**src/rtl/acpi_sci_pkg.sv**
```systemverilog
package acpi_sci_pkg;
  localparam int PM1_W   = 16;
  localparam int GPE_W   = 8;
  localparam int BIT_TMR = 0;
  localparam int BIT_GBL = 5;
  localparam int BIT_PWR = 8;
  localparam int BIT_RTC = 10;
  localparam int GPE_PCI = 1;
  localparam int GPE_CPU = 2;

  localparam logic [PM1_W-1:0] PM1_IMPL =
    (16'd1 << BIT_TMR) | (16'd1 << BIT_GBL) | (16'd1 << BIT_PWR) | (16'd1 << BIT_RTC);
  localparam logic [PM1_W-1:0] PM1_SCI = PM1_IMPL;
  localparam logic [GPE_W-1:0] GPE_SCI = (8'd1 << GPE_PCI) | (8'd1 << GPE_CPU);

  localparam int ADR_STS_LO = 0;
  localparam int ADR_STS_HI = 1;
  localparam int ADR_EN_LO  = 2;
  localparam int ADR_EN_HI  = 3;
  localparam int ADR_GSTS   = 4;
  localparam int ADR_GEN    = 5;
  localparam int ADR_MODE   = 6;

  typedef struct packed {
    logic       wrStsLo;
    logic       wrStsHi;
    logic       wrEnLo;
    logic       wrEnHi;
    logic       wrGpeSts;
    logic       wrGpeEn;
    logic       acpiOn;
    logic       acpiOff;
    logic [7:0] data;
  } ctlStrobe_t;
endpackage

```
**src/rtl/acpi_sci_ctl.sv**
```systemverilog
module acpi_sci_ctl
  import acpi_sci_pkg::*;
#(
  parameter int         ADDR_W  = 3,
  parameter logic [7:0] ENA_CMD = 8'hF1,
  parameter logic [7:0] DIS_CMD = 8'hF0,
  parameter int         SMI_BIT = 1
) (
  input  logic              clk,
  input  logic              rstN,
  input  logic [ADDR_W-1:0] regAddr,
  input  logic              regWrEn,
  input  logic [7:0]        regWrData,
  input  logic              apmWrEn,
  input  logic [7:0]        apmData,
  input  logic [7:0]        smiCfg,
  output ctlStrobe_t        strb,
  output logic              smiPulse
);
  localparam logic [ADDR_W-1:0] A_STS_LO = ADDR_W'(ADR_STS_LO);
  localparam logic [ADDR_W-1:0] A_STS_HI = ADDR_W'(ADR_STS_HI);
  localparam logic [ADDR_W-1:0] A_EN_LO  = ADDR_W'(ADR_EN_LO);
  localparam logic [ADDR_W-1:0] A_EN_HI  = ADDR_W'(ADR_EN_HI);
  localparam logic [ADDR_W-1:0] A_GSTS   = ADDR_W'(ADR_GSTS);
  localparam logic [ADDR_W-1:0] A_GEN    = ADDR_W'(ADR_GEN);

  always_comb begin
    strb          = '0;
    strb.data     = regWrData;
    strb.wrStsLo  = regWrEn && (regAddr == A_STS_LO);
    strb.wrStsHi  = regWrEn && (regAddr == A_STS_HI);
    strb.wrEnLo   = regWrEn && (regAddr == A_EN_LO);
    strb.wrEnHi   = regWrEn && (regAddr == A_EN_HI);
    strb.wrGpeSts = regWrEn && (regAddr == A_GSTS);
    strb.wrGpeEn  = regWrEn && (regAddr == A_GEN);
    strb.acpiOn   = apmWrEn && (apmData == ENA_CMD);
    strb.acpiOff  = apmWrEn && (apmData == DIS_CMD);
  end

  always_ff @(posedge clk) begin
    if (!rstN) smiPulse <= 1'b0;
    else       smiPulse <= apmWrEn && smiCfg[SMI_BIT];
  end


  smi_source_chk: assert property (@(posedge clk) disable iff (!rstN)
    smiPulse |-> $past(apmWrEn && smiCfg[SMI_BIT]));


  smi_gate_chk: assert property (@(posedge clk) disable iff (!rstN)
    (apmWrEn && !smiCfg[SMI_BIT]) |=> !smiPulse);
endmodule

```
**src/rtl/acpi_sci_dp.sv**
```systemverilog
module acpi_sci_dp
  import acpi_sci_pkg::*;
#(
  parameter int ADDR_W = 3
) (
  input  logic              clk,
  input  logic              rstN,
  input  ctlStrobe_t        strb,
  input  logic [ADDR_W-1:0] regAddr,
  input  logic              tmrOvfEvt,
  input  logic              gblLockEvt,
  input  logic              pwrDownReq,
  input  logic              rtcEvt,
  input  logic              pciHpEvt,
  input  logic              cpuHpEvt,
  output logic [7:0]        regRdData,
  output logic              sci,
  output logic              acpiMode,
  output logic              timerArm
);
  logic [PM1_W-1:0] pm1Set, pm1Sts, pm1En;
  logic [GPE_W-1:0] gpeSet, gpeStsQ, gpeEnQ, gpeClr;
  logic             sciQ, modeQ;

  always_comb begin
    pm1Set          = '0;
    pm1Set[BIT_TMR] = tmrOvfEvt;
    pm1Set[BIT_GBL] = gblLockEvt;
    pm1Set[BIT_PWR] = pwrDownReq;
    pm1Set[BIT_RTC] = rtcEvt;
    gpeSet          = '0;
    gpeSet[GPE_PCI] = pciHpEvt;
    gpeSet[GPE_CPU] = cpuHpEvt;
  end

  for (genvar b = 0; b < PM1_W; b++) begin : g_pm1
    if (PM1_IMPL[b]) begin : g_impl
      localparam bit IS_HI = (b >= 8);
      logic stsQ, enQ, clrHit, enWr;
      assign clrHit = (IS_HI ? strb.wrStsHi : strb.wrStsLo) && strb.data[b % 8];
      assign enWr   = IS_HI ? strb.wrEnHi : strb.wrEnLo;
      always_ff @(posedge clk) begin
        if (!rstN)          stsQ <= 1'b0;
        else if (pm1Set[b]) stsQ <= 1'b1;
        else if (clrHit)    stsQ <= 1'b0;
      end
      always_ff @(posedge clk) begin
        if (!rstN)     enQ <= 1'b0;
        else if (enWr) enQ <= strb.data[b % 8];
      end
      assign pm1Sts[b] = stsQ;
      assign pm1En[b]  = enQ;
    end else begin : g_none
      assign pm1Sts[b] = 1'b0;
      assign pm1En[b]  = 1'b0;
    end
  end

  assign gpeClr = strb.wrGpeSts ? strb.data : '0;

  always_ff @(posedge clk) begin
    if (!rstN) begin
      gpeStsQ <= '0;
      gpeEnQ  <= '0;
    end else begin
      gpeStsQ <= gpeSet | (gpeStsQ & ~gpeClr);
      if (strb.wrGpeEn) gpeEnQ <= strb.data;
    end
  end

  always_ff @(posedge clk) begin
    if (!rstN)             modeQ <= 1'b0;
    else if (strb.acpiOn)  modeQ <= 1'b1;
    else if (strb.acpiOff) modeQ <= 1'b0;
  end

  always_ff @(posedge clk) begin
    if (!rstN) sciQ <= 1'b0;
    else       sciQ <= (|(pm1Sts & pm1En & PM1_SCI)) || (|(gpeStsQ & gpeEnQ & GPE_SCI));
  end

  assign sci      = sciQ;
  assign acpiMode = modeQ;
  assign timerArm = pm1En[BIT_TMR] && !pm1Sts[BIT_TMR];

  always_comb begin
    case (int'(regAddr))
      ADR_STS_LO: regRdData = pm1Sts[7:0];
      ADR_STS_HI: regRdData = pm1Sts[15:8];
      ADR_EN_LO:  regRdData = pm1En[7:0];
      ADR_EN_HI:  regRdData = pm1En[15:8];
      ADR_GSTS:   regRdData = gpeStsQ;
      ADR_GEN:    regRdData = gpeEnQ;
      ADR_MODE:   regRdData = {7'd0, modeQ};
      default:    regRdData = 8'd0;
    endcase
  end


  hw_set_wins_chk: assert property (@(posedge clk) disable iff (!rstN)
    pm1Set[BIT_PWR] |=> pm1Sts[BIT_PWR]);


  gpe_set_wins_chk: assert property (@(posedge clk) disable iff (!rstN)
    cpuHpEvt |=> gpeStsQ[GPE_CPU]);


  w1c_clear_chk: assert property (@(posedge clk) disable iff (!rstN)
    (strb.wrStsLo && strb.data[BIT_TMR] && !tmrOvfEvt) |=> !pm1Sts[BIT_TMR]);


  sci_pwr_chk: assert property (@(posedge clk) disable iff (!rstN)
    (pm1Sts[BIT_PWR] && pm1En[BIT_PWR]) |=> sci);


  acpi_on_chk: assert property (@(posedge clk) disable iff (!rstN)
    strb.acpiOn |=> acpiMode);


  acpi_off_chk: assert property (@(posedge clk) disable iff (!rstN)
    strb.acpiOff |=> !acpiMode);
endmodule

```
**src/rtl/acpi_sci_ctrl.sv**
```systemverilog
module acpi_sci_ctrl
  import acpi_sci_pkg::*;
#(
  parameter int         ADDR_W  = 3,
  parameter logic [7:0] ENA_CMD = 8'hF1,
  parameter logic [7:0] DIS_CMD = 8'hF0,
  parameter int         SMI_BIT = 1
) (
  input  logic              clk,
  input  logic              rstN,
  input  logic [ADDR_W-1:0] regAddr,
  input  logic              regWrEn,
  input  logic [7:0]        regWrData,
  output logic [7:0]        regRdData,
  input  logic              apmWrEn,
  input  logic [7:0]        apmData,
  input  logic [7:0]        smiCfg,
  input  logic              tmrOvfEvt,
  input  logic              gblLockEvt,
  input  logic              pwrDownReq,
  input  logic              rtcEvt,
  input  logic              pciHpEvt,
  input  logic              cpuHpEvt,
  output logic              sci,
  output logic              smiPulse,
  output logic              acpiMode,
  output logic              timerArm
);
  ctlStrobe_t strb;

  acpi_sci_ctl #(
    .ADDR_W(ADDR_W), .ENA_CMD(ENA_CMD), .DIS_CMD(DIS_CMD), .SMI_BIT(SMI_BIT)
  ) u_ctl (
    .clk(clk), .rstN(rstN), .regAddr(regAddr), .regWrEn(regWrEn),
    .regWrData(regWrData), .apmWrEn(apmWrEn), .apmData(apmData),
    .smiCfg(smiCfg), .strb(strb), .smiPulse(smiPulse)
  );

  acpi_sci_dp #(.ADDR_W(ADDR_W)) u_dp (
    .clk(clk), .rstN(rstN), .strb(strb), .regAddr(regAddr),
    .tmrOvfEvt(tmrOvfEvt), .gblLockEvt(gblLockEvt), .pwrDownReq(pwrDownReq),
    .rtcEvt(rtcEvt), .pciHpEvt(pciHpEvt), .cpuHpEvt(cpuHpEvt),
    .regRdData(regRdData), .sci(sci), .acpiMode(acpiMode), .timerArm(timerArm)
  );
endmodule

```
**config.mk**
```make
export PLATFORM = sky130hd
export DESIGN_NAME = acpi_sci_ctrl
export DESIGN_NICKNAME = d
export VERILOG_FILES = /design/src/rtl/acpi_sci_pkg.sv /design/src/rtl/acpi_sci_ctl.sv /design/src/rtl/acpi_sci_dp.sv /design/src/rtl/acpi_sci_ctrl.sv
export SDC_FILE = /design/constraint.sdc
export NUM_CORES = 1
export LEC_CHECK = 0
export CAP_MARGIN = 10
export CELL_PAD_IN_SITES_DETAIL_PLACEMENT = 0
export CELL_PAD_IN_SITES_GLOBAL_PLACEMENT = 2
export CORE_MARGIN = 2
export CORE_UTILIZATION = 24
export DETAILED_ROUTE_END_ITERATION = 16
export PLACE_DENSITY_LB_ADDON = 0.1
export SETUP_SLACK_MARGIN = 0.1
export SYNTH_ARGS = -nofsm -noshare
export SYNTH_HDL_FRONTEND = slang
export SYNTH_SLANG_ARGS = --single-unit
```
**constraint.sdc**
```tcl
create_clock -name clk -period 1.58 [get_ports clk]
set_clock_uncertainty 0.15 [all_clocks]
set_input_delay 0.316 -clock clk [delete_from_list [all_inputs] [get_ports clk]]
set_output_delay 0.316 -clock clk [all_outputs]
set_load 0.005 [all_outputs]
```
### After elaboration in Yosys (flattened, before gate mapping)

Cells that the tools add are included.

* bits in registers: 27
* bits of input ports: 37
* output and inout port bits: 12
* word-level logic and storage cells: 62

* eq/ne operators: 8
* multiplexer cells: 12
* bitwise gates (word level): 5
* reductions and logical operators: 24

Operators by type and width (number)
* $pmux W8 S7: 1
* $eq A8 B8 Y1 const B: 2
* $logic_and A1 B1 Y1: 14
* $and A11 B11 Y11: 1
* $mux W1: 10
* $reduce_bool A2 Y1: 5
* $eq A3 B3 Y1 const B: 3
* $and A8 B8 Y8: 1
* $mux W8: 1
* $not A8 Y8: 1
* $or A3 B8 Y8: 1
* $eq A3 B2 Y1 const B: 2
* $reduce_or A4 Y1: 1
* $and A3 B3 Y3: 1
* $eq A3 B1 Y1 const B: 1
* $logic_not A3 Y1: 1
* $reduce_or A2 Y1: 1
* $logic_not A1 Y1: 1
* $logic_or A1 B1 Y1: 1

### Longest topological paths before layout

Gate-level depths: netlist of the first run.

* word-level depth: 6
* mapped depth: 5
* depth with buffers taken out: 3

### By module

From an unflattened synthesis of the first run, not the netlist that was laid out.

* cells, all modules: 145
* area total of the unflattened synthesis: 1287.5 µm²

Modules (own cells, without submodules)
* acpi_sci_dp: instances 1, cells each 121, area an instance 1119.8 µm², sequential area each 520.5 µm²
* acpi_sci_ctl: instances 1, cells each 24, area an instance 167.7 µm², sequential area each 20.0 µm²

### Worst setup path before layout of the first run

Ideal clock, no wire load.

* path type: input to output
* from: input regAddr[0]
* to: output regRdData[5]
* arrival: 1.003 ns
* path slack: 0.111 ns
* stages on the path: 4
* path through: buf_4 mux2_2 a22oi_1 o21ai_0

* word-level cells in the longest chain between the ends: 2

RTL lines
* from (decl): line acpi_sci_ctrl.sv:11 `input logic [ADDR_W-1:0] regAddr,`
* $eq A3 B3 Y1 (tied with other cells): line acpi_sci_dp.sv:87 `case (int'(regAddr))`
* $pmux W8 S7 (*): line acpi_sci_dp.sv:87
* to (decl): line acpi_sci_ctrl.sv:14 `output logic [7:0] regRdData,`

Every way passes the cells marked *; elsewhere a longest branch is shown, timed or not.

### Worst setup path in the final report of the first run

* from: input regAddr[2]
* to: output regRdData[0]

Same word-level chain as after synthesis.

==> out/results.tsv, run 1 <==
stage	metric	value	unit
outcome	status	finished, violations left	
outcome	failed_checks	setup timing	
place	numPlacedInstances	285	
drt	dr_total_vias	1335	
synthesis	synth_nets	190	
synthesis	synth_sequential_area_ratio	42.7	%
floorplanning	initial_util	24.8	%
power	powerDensity	674	nW/um^2
floorplanning	die_footprint	5870	um^2
final_layout	flow.area_growth_from_synthesis	66.2	%
place	post_dp_cell_area	1950	um^2
final_layout	finish.utilization	41.2	%
sta	pins_over_slew_limit	0	
synthesis	postSynthRegisterBits	27	
power	max_rail_drop_vdd	0.354	mV
power	share_seq_of_total_power	50.3	%
worst_setup_path	timing.critical_path.arrival	1190	ps
clock_network	ctsHoldBuffers	0	
worst_setup_path	worstSetupEndpointType	output pin	
drt	top_signal_layer_used	met4	
clock_network	numCtsBuffers	3	
worst_hold_path	holdCritStartpoint	u_dp.gpeStsQ[6]	
synthesis	synthesis.instances	153	
worst_setup_path	setup.worst_path.class	input port to output pin	
worst_setup_path	cp_max_fo	6	
drt	met2WireLength	1950	um
place	place_hpwl	3020	um
drt	drc	0	
global_route	grt_pass1_vias	1325	
worst_setup_path	timing.critical_path.from_type	input port	
sta	setup_viol_count_final	3	
power	p_comb_share	19.6	%
sta	fin_ws	-77.7	ps
clock_network	cts_tree	yes	
final_layout	fillerInstances	532	
sta	slew_headroom	79.1	%
worst_setup_path	critical_path.reg2reg.startpoint	u_dp.g_pm1[5].g_impl.stsQ	
drt	route.detailed.vias_per_inst	4.53	
drt	drtPass1Iterations	4	
floorplanning	die_height	76.6	um
power	sw_frac_of_total	26.2	%
drt	wl_per_cell	13.3	um
global_route	gr-usage-all-layers	14.2	%
drt	dr_wl_met3	114	um
sta	rsz0062_at_grt	yes	
final_layout	layout-drive-gt1-share	32.9	%
worst_setup_path	r2r_cells	3	
final_layout	layout.cell_area.non_filler	2100	um^2
sta	measured_slew_at_the_worst_slew_check_pin	312	ps
synthesis	synth.distinct_cells	34	
worst_setup_path	required	1110	ps
worst_setup_path	timing.reg2reg.setup_slack	530	ps
place	io_buffers	41	
clock_network	cts-root-to-sink-buffers	2	
global_route	grt-ovfl-total	0	
drt	routed_wire_length	3930	um
power	p_leak	0.890	nW
synthesis	yosys_warnings	0	
clock_network	clk_pin_slew_worst_paths	110	ps
sta	timing.final.crit_share	105	%
sta	final-hold-violation-count	0	
floorplanning	chipWidth	76.6	um
power	power.internal	1.05	mW
global_route	first_pass_grt_wire_length	6630	um
clock_network	worstSkewPairLatency	280	ps
flow_run	cap_violations	0	
clock_network	numClockSinks	27	
sta	max_freq	0.603	GHz
floorplanning	floorplan.core_area	5110	um^2
place	routabilityCongestion	0.767	
final_layout	n_antenna_cell	0	
final_layout	final-instance-count-excl-fill	295	
synthesis	post_synth.cell_area_avg	8.27	um^2
final_layout	nNetsFinal	263	
floorplanning	boundaryPins	49	
power	clkPwrFrac	30.1	%
sta	final_period_minus_worst_setup_slack	1660	ps
worst_hold_path	whs_endpoint	u_dp.gpeStsQ[6]	
clock_network	cts_htree_levels	1	
clock_network	cts.root.buffer_cell	clkbuf_8	
worst_hold_path	timing.hold.worst_path_depth	2	
worst_setup_path	worst_r2r_endpoint	u_dp.sci	
global_route	grt_start_max_net_pins	18	
global_route	grt_antenna_before_repair	0	
drt	detail_route.wirelength.met1	1840	um
synthesis	post_synth_instance_area	1260	um^2
power	netSwitchingPower	371	uW
floorplanning	std_cell_rows	26	
worst_hold_path	min_path_type	flip-flop to flip-flop	
drt	drt_first_iter_violations	60	
drt	detail-route-antenna-nets	0	
power groups by stage:
stage / sequential [mW] / clock [mW] / combinational (mW)
CTS: 0.712 / 0.435 / 0.272
detailed placement: 0.727 / 0 / 0.251
global route: 0.715 / 0.457 / 0.304
floorplan: 0.725 / 0 / 0.0837
finish: 0.713 / 0.426 / 0.278
global placement: 0.727 / 0 / 0.250
metal layers:
metal,vias to the layer above,global-route usage [%]
met4,0,3.82
met1,622,20.1
met3,2,2.25
met2,25,22.2
met5,-,0
li1,686,-
layout make-up:
type	count	area, um^2	area share (%)
sequential	27	549	26.1
clock inverter	1	7.51	0.357
inverter	8	30.0	1.43
tap	70	87.6	4.17
multi-input combinational	110	703	33.5
clock buffer	3	41.3	1.96
timing repair buffer	76	683	32.5
worst max path at each step:
stage	startpoint	end	slack [ps]	cells after the start
detailed placement	regAddr[0]	regRdData[5]	-900	5
floorplan	regAddr[0]	regRdData[5]	110	4
global route	u_dp.gpeEnQ[5]	regRdData[5]	-120	4
finish	regAddr[2]	regRdData[0]	-80	6
CTS	u_dp.gpeEnQ[5]	regRdData[5]	-120	4
global placement	regAddr[0]	regRdData[5]	-880	5
cell usage in the layout, fill, tap and decap left out, types with 2 or more instances in the layout:
cell type / n
a21oi_1: 15
a22oi_1: 3
a31oi_1: 7
buf_12: 2
buf_2: 9
buf_4: 27
buf_6: 7
clkbuf_8: 3
clkdlybuf4s50_1: 22
dfxtp_1: 20
dfxtp_2: 7
dlygate4sd2_1: 4
dlymetal6s2s_1: 2
inv_1: 7
mux2i_1: 5
nand2_1: 28
nand3_1: 5
nand3b_1: 4
nor2_1: 4
nor2_2: 3
nor2b_1: 2
nor3_1: 2
o21ai_0: 10
o21ai_1: 2
kinds of logic (layout without fill, tap and decap cells):
| kind of cell | after synthesis | count (layout) | share of synthesized area (%) |
|---|---|---|---|
| flip-flops | 27 | 27 | 42.7 |
| AND/OR/NAND/NOR | 59 | 59 | 24.3 |
| buffers and inverters | 16 | 88 | 6.13 |
| multiplexers | 7 | 7 | 5.64 |
| AO/OA/AOI/OAI | 44 | 44 | 21.2 |
state kept, by name, indices dropped and copies added (netlist names):
register                count
u_dp.acpiMode               1
u_dp.sci                    1
u_dp.g_pm1.g_impl.enQ       4
u_dp.g_pm1.g_impl.stsQ      4
u_dp.gpeEnQ                 8
u_dp.gpeStsQ                8
u_ctl.smiPulse              1
worst max-delay path, cell delays in order:
cell and delay [ps]:
buf_8 100, buf_6 110, buf_6 130, a2111oi_4 330, nor3_2 80, buf_2 130
synthesized netlist by cell type (all sizes together):
library cell,count,share of area (%)
nand2,28,8.3
nand3,5,2.0
buf,7,3.5
a22oi,4,2.4
nand4b,2,1.9
nand4,1,0.49
mux2i,6,4.7
and4b,1,0.79
o211a,1,0.79
or4b,1,1.1
clkinv,1,0.30
nor3,3,1.2
clkbuf,1,0.30
and4bb,1,0.99
mux2,1,0.89
nand2b,2,0.99
a31oi,7,3.5
a211oi,1,0.59
nor2,7,2.3
dfxtp,27,43
o31ai,1,0.99
inv,7,2.1
o21ai,12,4.7
o211ai,1,0.99
a2111oi,1,0.69
a21oi,15,5.9
and3,1,0.49
a21o,1,0.59
nor2b,3,1.5
nand3b,4,2.4
per-stage QoR:
stage	setup TNS (ps)	hold slack (ps)	worst slack, ps	power, mW
2_1_floorplan	0	253	111	0.809
3_3_place_gp	-16450	273	-885	0.977
3_5_place_dp	-17130	279	-905	0.978
4_1_cts	-276	296	-124	1.42
5_1_grt	-306	298	-122	1.48
6_report	-183	293	-77.7	1.42
timing repair:
item,CTS,global route
buffers inserted,4,2
pin swaps,9,8
endpoints found under the hold margin,0,0
endpoints found under the setup margin,37,18
gates resized for setup,80,12
(Power assumes the default switching activity.)
==> run 2: changes to the inputs <==
==> constraint.sdc (replaced) <==
create_clock -name clk -period 1.58 [get_ports clk]
set_clock_uncertainty 0.15 [all_clocks]
set_input_delay 0.316 -clock clk [delete_from_list [all_inputs] [get_ports clk]]
set_output_delay 0.316 -clock clk [all_outputs]
set_load 0.01 [all_outputs]
==> run 2 against run 1 <==
The flow still finishes with violations (setup timing). Combinational power rose by 7.6%. Worst setup slack got worse by 17 ps. Non-clock buffer count did not move. Critical path type is now flip-flop to output pin. Largest power group unchanged.
==> out/results.tsv, run 2 (same netlist as run 1, synthesis figures left out) <==
stage	metric	value	unit
clock_network	numClockSinks	27	
global_route	grt-ovfl-total	0	
sta	final-hold-violation-count	0	
clock_network	cts.root.buffer_cell	clkbuf_8	
place	post_dp_cell_area	1970	um^2
drt	detail-route-antenna-nets	0	
worst_setup_path	timing.critical_path.arrival	1210	ps
clock_network	worstSkewPairLatency	280	ps
clock_network	numCtsBuffers	3	
sta	setup_viol_count_final	2	
power	max_rail_drop_vdd	0.361	mV
place	routabilityCongestion	0.735	
place	place_hpwl	2990	um
final_layout	multiInputGateArea	722	um^2
final_layout	nNetsFinal	263	
drt	drc	0	
worst_setup_path	crit_chain	mux2_4 > a22oi_2 > o21ai_1 > buf_2	
floorplanning	die_footprint	5870	um^2
drt	drtPass1Iterations	4	
final_layout	reg.largest.list	u_dp.gpeEnQ: 8 flops, u_dp.gpeStsQ: 8 flops	
global_route	gr-usage-all-layers	14.4	%
final_layout	flow.area_growth_from_synthesis	69.2	%
worst_setup_path	required	1110	ps
worst_hold_path	min_path_type	flip-flop to flip-flop	
clock_network	cts-root-to-sink-buffers	2	
outcome	status	finished, violations left	
sta	fin_ws	-95.1	ps
floorplanning	std_cell_rows	26	
clock_network	clk_pin_slew_worst_paths	100	ps
final_layout	layout.cell_area.non_filler	2140	um^2
floorplanning	chipWidth	76.6	um
place	io_buffers	41	
worst_setup_path	critical_path.max_stage_delay	330	ps
worst_setup_path	family_with_the_most_delay_on_the_worst_path	flip-flops	
final_layout	most_common_cell_after_layout_fill_and_taps_aside	nand2_1	
sta	final_period_minus_worst_setup_slack	1680	ps
drt	drt_first_iter_violations	32	
drt	dr_total_vias	1333	
global_route	grt_antenna_before_repair	0	
global_route	grt_pass1_vias	1348	
floorplanning	boundaryPins	49	
worst_setup_path	setup.worst_path.class	flip-flop to output pin	
sta	timing.final.crit_share	106	%
floorplanning	die_height	76.6	um
worst_setup_path	critical-path-slowest-cell	dfxtp_1	
final_layout	finish.utilization	41.9	%
clock_network	cts_tree	yes	
power	p_leak	0.917	nW
drt	routed_wire_length	4070	um
drt	route.detailed.vias_per_inst	4.52	
worst_setup_path	timing.critical_path.from_type	flip-flop	
sta	rsz0062_at_grt	yes	
final_layout	layout-drive-gt1-share	33.3	%
power	powerDensity	662	nW/um^2
sta	max_freq	0.597	GHz
final_layout	area.sequential	551	um^2
worst_setup_path	cp_num_buf_inv	1	
flow_run	cap_violations	0	
sta	measured_slew_at_the_worst_slew_check_pin	283	ps
floorplanning	initial_util	24.8	%
global_route	grt_start_max_net_pins	16	
outcome	failed_checks	setup timing	
sta	tns	-143	ps
worst_setup_path	cp_max_fo	2	
clock_network	cts_htree_levels	1	
final_layout	most-common-layout-cells	nand2_1, buf_4, clkdlybuf4s50_1, dfxtp_1, a21oi_1	
worst_setup_path	worstSetupEndpointType	output pin	
sta	slew_headroom	81.1	%
final_layout	fillerInstances	549	
floorplanning	floorplan.core_area	5110	um^2
final_layout	n_antenna_cell	0	
global_route	first_pass_grt_wire_length	6700	um
drt	wl_per_cell	13.8	um
sta	pins_over_slew_limit	0	
==> run 2: changes by cell type in the layout (fill, tap and decap cells not counted), sizes merged <==
cell           change
clkdlybuf4s50      +1
clkinvlp           -1
clkinv             +1
clkdlybuf4s15      -1
dlymetal6s2s       -1
bufbuf             +1
==> run 2: worst register-to-register path: cells and delay by family, from the launching register on <==
| kind | cells | cell delay (ps) |
|---|---|---|
| flops | 1 | 340 |
| buf+inv | 1 | 140 |
| compound gates | 2 | 370 |
==> run 2: final timing paths <==
kind                             start  cells after the start  slack (ps)              end
max                    u_dp.gpeStsQ[5]                      4        -100     regRdData[5]
min reg2reg            u_dp.gpeStsQ[3]                      2         290  u_dp.gpeStsQ[3]
min                    u_dp.gpeStsQ[3]                      2         290  u_dp.gpeStsQ[3]
max reg2reg  u_dp.g_pm1[5].g_impl.stsQ                      3         470         u_dp.sci
==> run 2: power breakdown <==
part | total [mW] | internal, mW | switching (mW) | leakage, nW
sequential | 0.713 | 0.701 | 0.0121 | 0.223
combinational | 0.299 | 0.176 | 0.122 | 0.668
clock | 0.406 | 0.177 | 0.229 | 0.0255
total | 1.42 | 1.05 | 0.363 | 0.917
==> run 2: repair_timing <==
action                                 4_1_cts  5_1_grt
setup endpoints to repair                   37       14
pin swaps                                    5        4
endpoints found under the hold margin        0        0
gates resized for setup                     82        9
setup buffers                                3        0
gates cloned                                 1        0
hold buffers                                 0        0
==> run 2: per-layer routing <==
| layer | wire length, um | part of all wire [%] | GRT usage (%) | vias up |
|---|---|---|---|---|
| met3 | 197 | 4.8 | 2.96 | 5 |
| met4 | 53 | 1.3 | 4.91 | 0 |
| met1 | 1820 | 45 | 17.8 | 612 |
| met2 | 2000 | 49 | 25.0 | 33 |
| met5 | 0 | 0 | 0 | - |
| li1 | - | - | - | 683 |
==> run 2: cell type report <==
class | count | share of cell area [%]
Tap cell | 70 | 4.09
Clock buffer | 3 | 1.93
Multi-Input combinational cell | 110 | 33.7
Inverter | 8 | 1.40
Sequential cell | 27 | 25.7
Clock inverter | 1 | 0.234
Timing Repair Buffer | 76 | 32.9
==> run 2: per-stage QoR <==
step / hold slack (ps) / setup WS (ps) / power, mW / cells
2_1_floorplan: 253 / 91.1 / 0.814 / 153
4_1_cts: 289 / -108 / 1.43 / 295
3_3_place_gp: 271 / -957 / 0.983 / 287
6_report: 288 / -95.1 / 1.42 / 295
3_5_place_dp: 274 / -1030 / 0.987 / 287
5_1_grt: 290 / -169 / 1.50 / 295
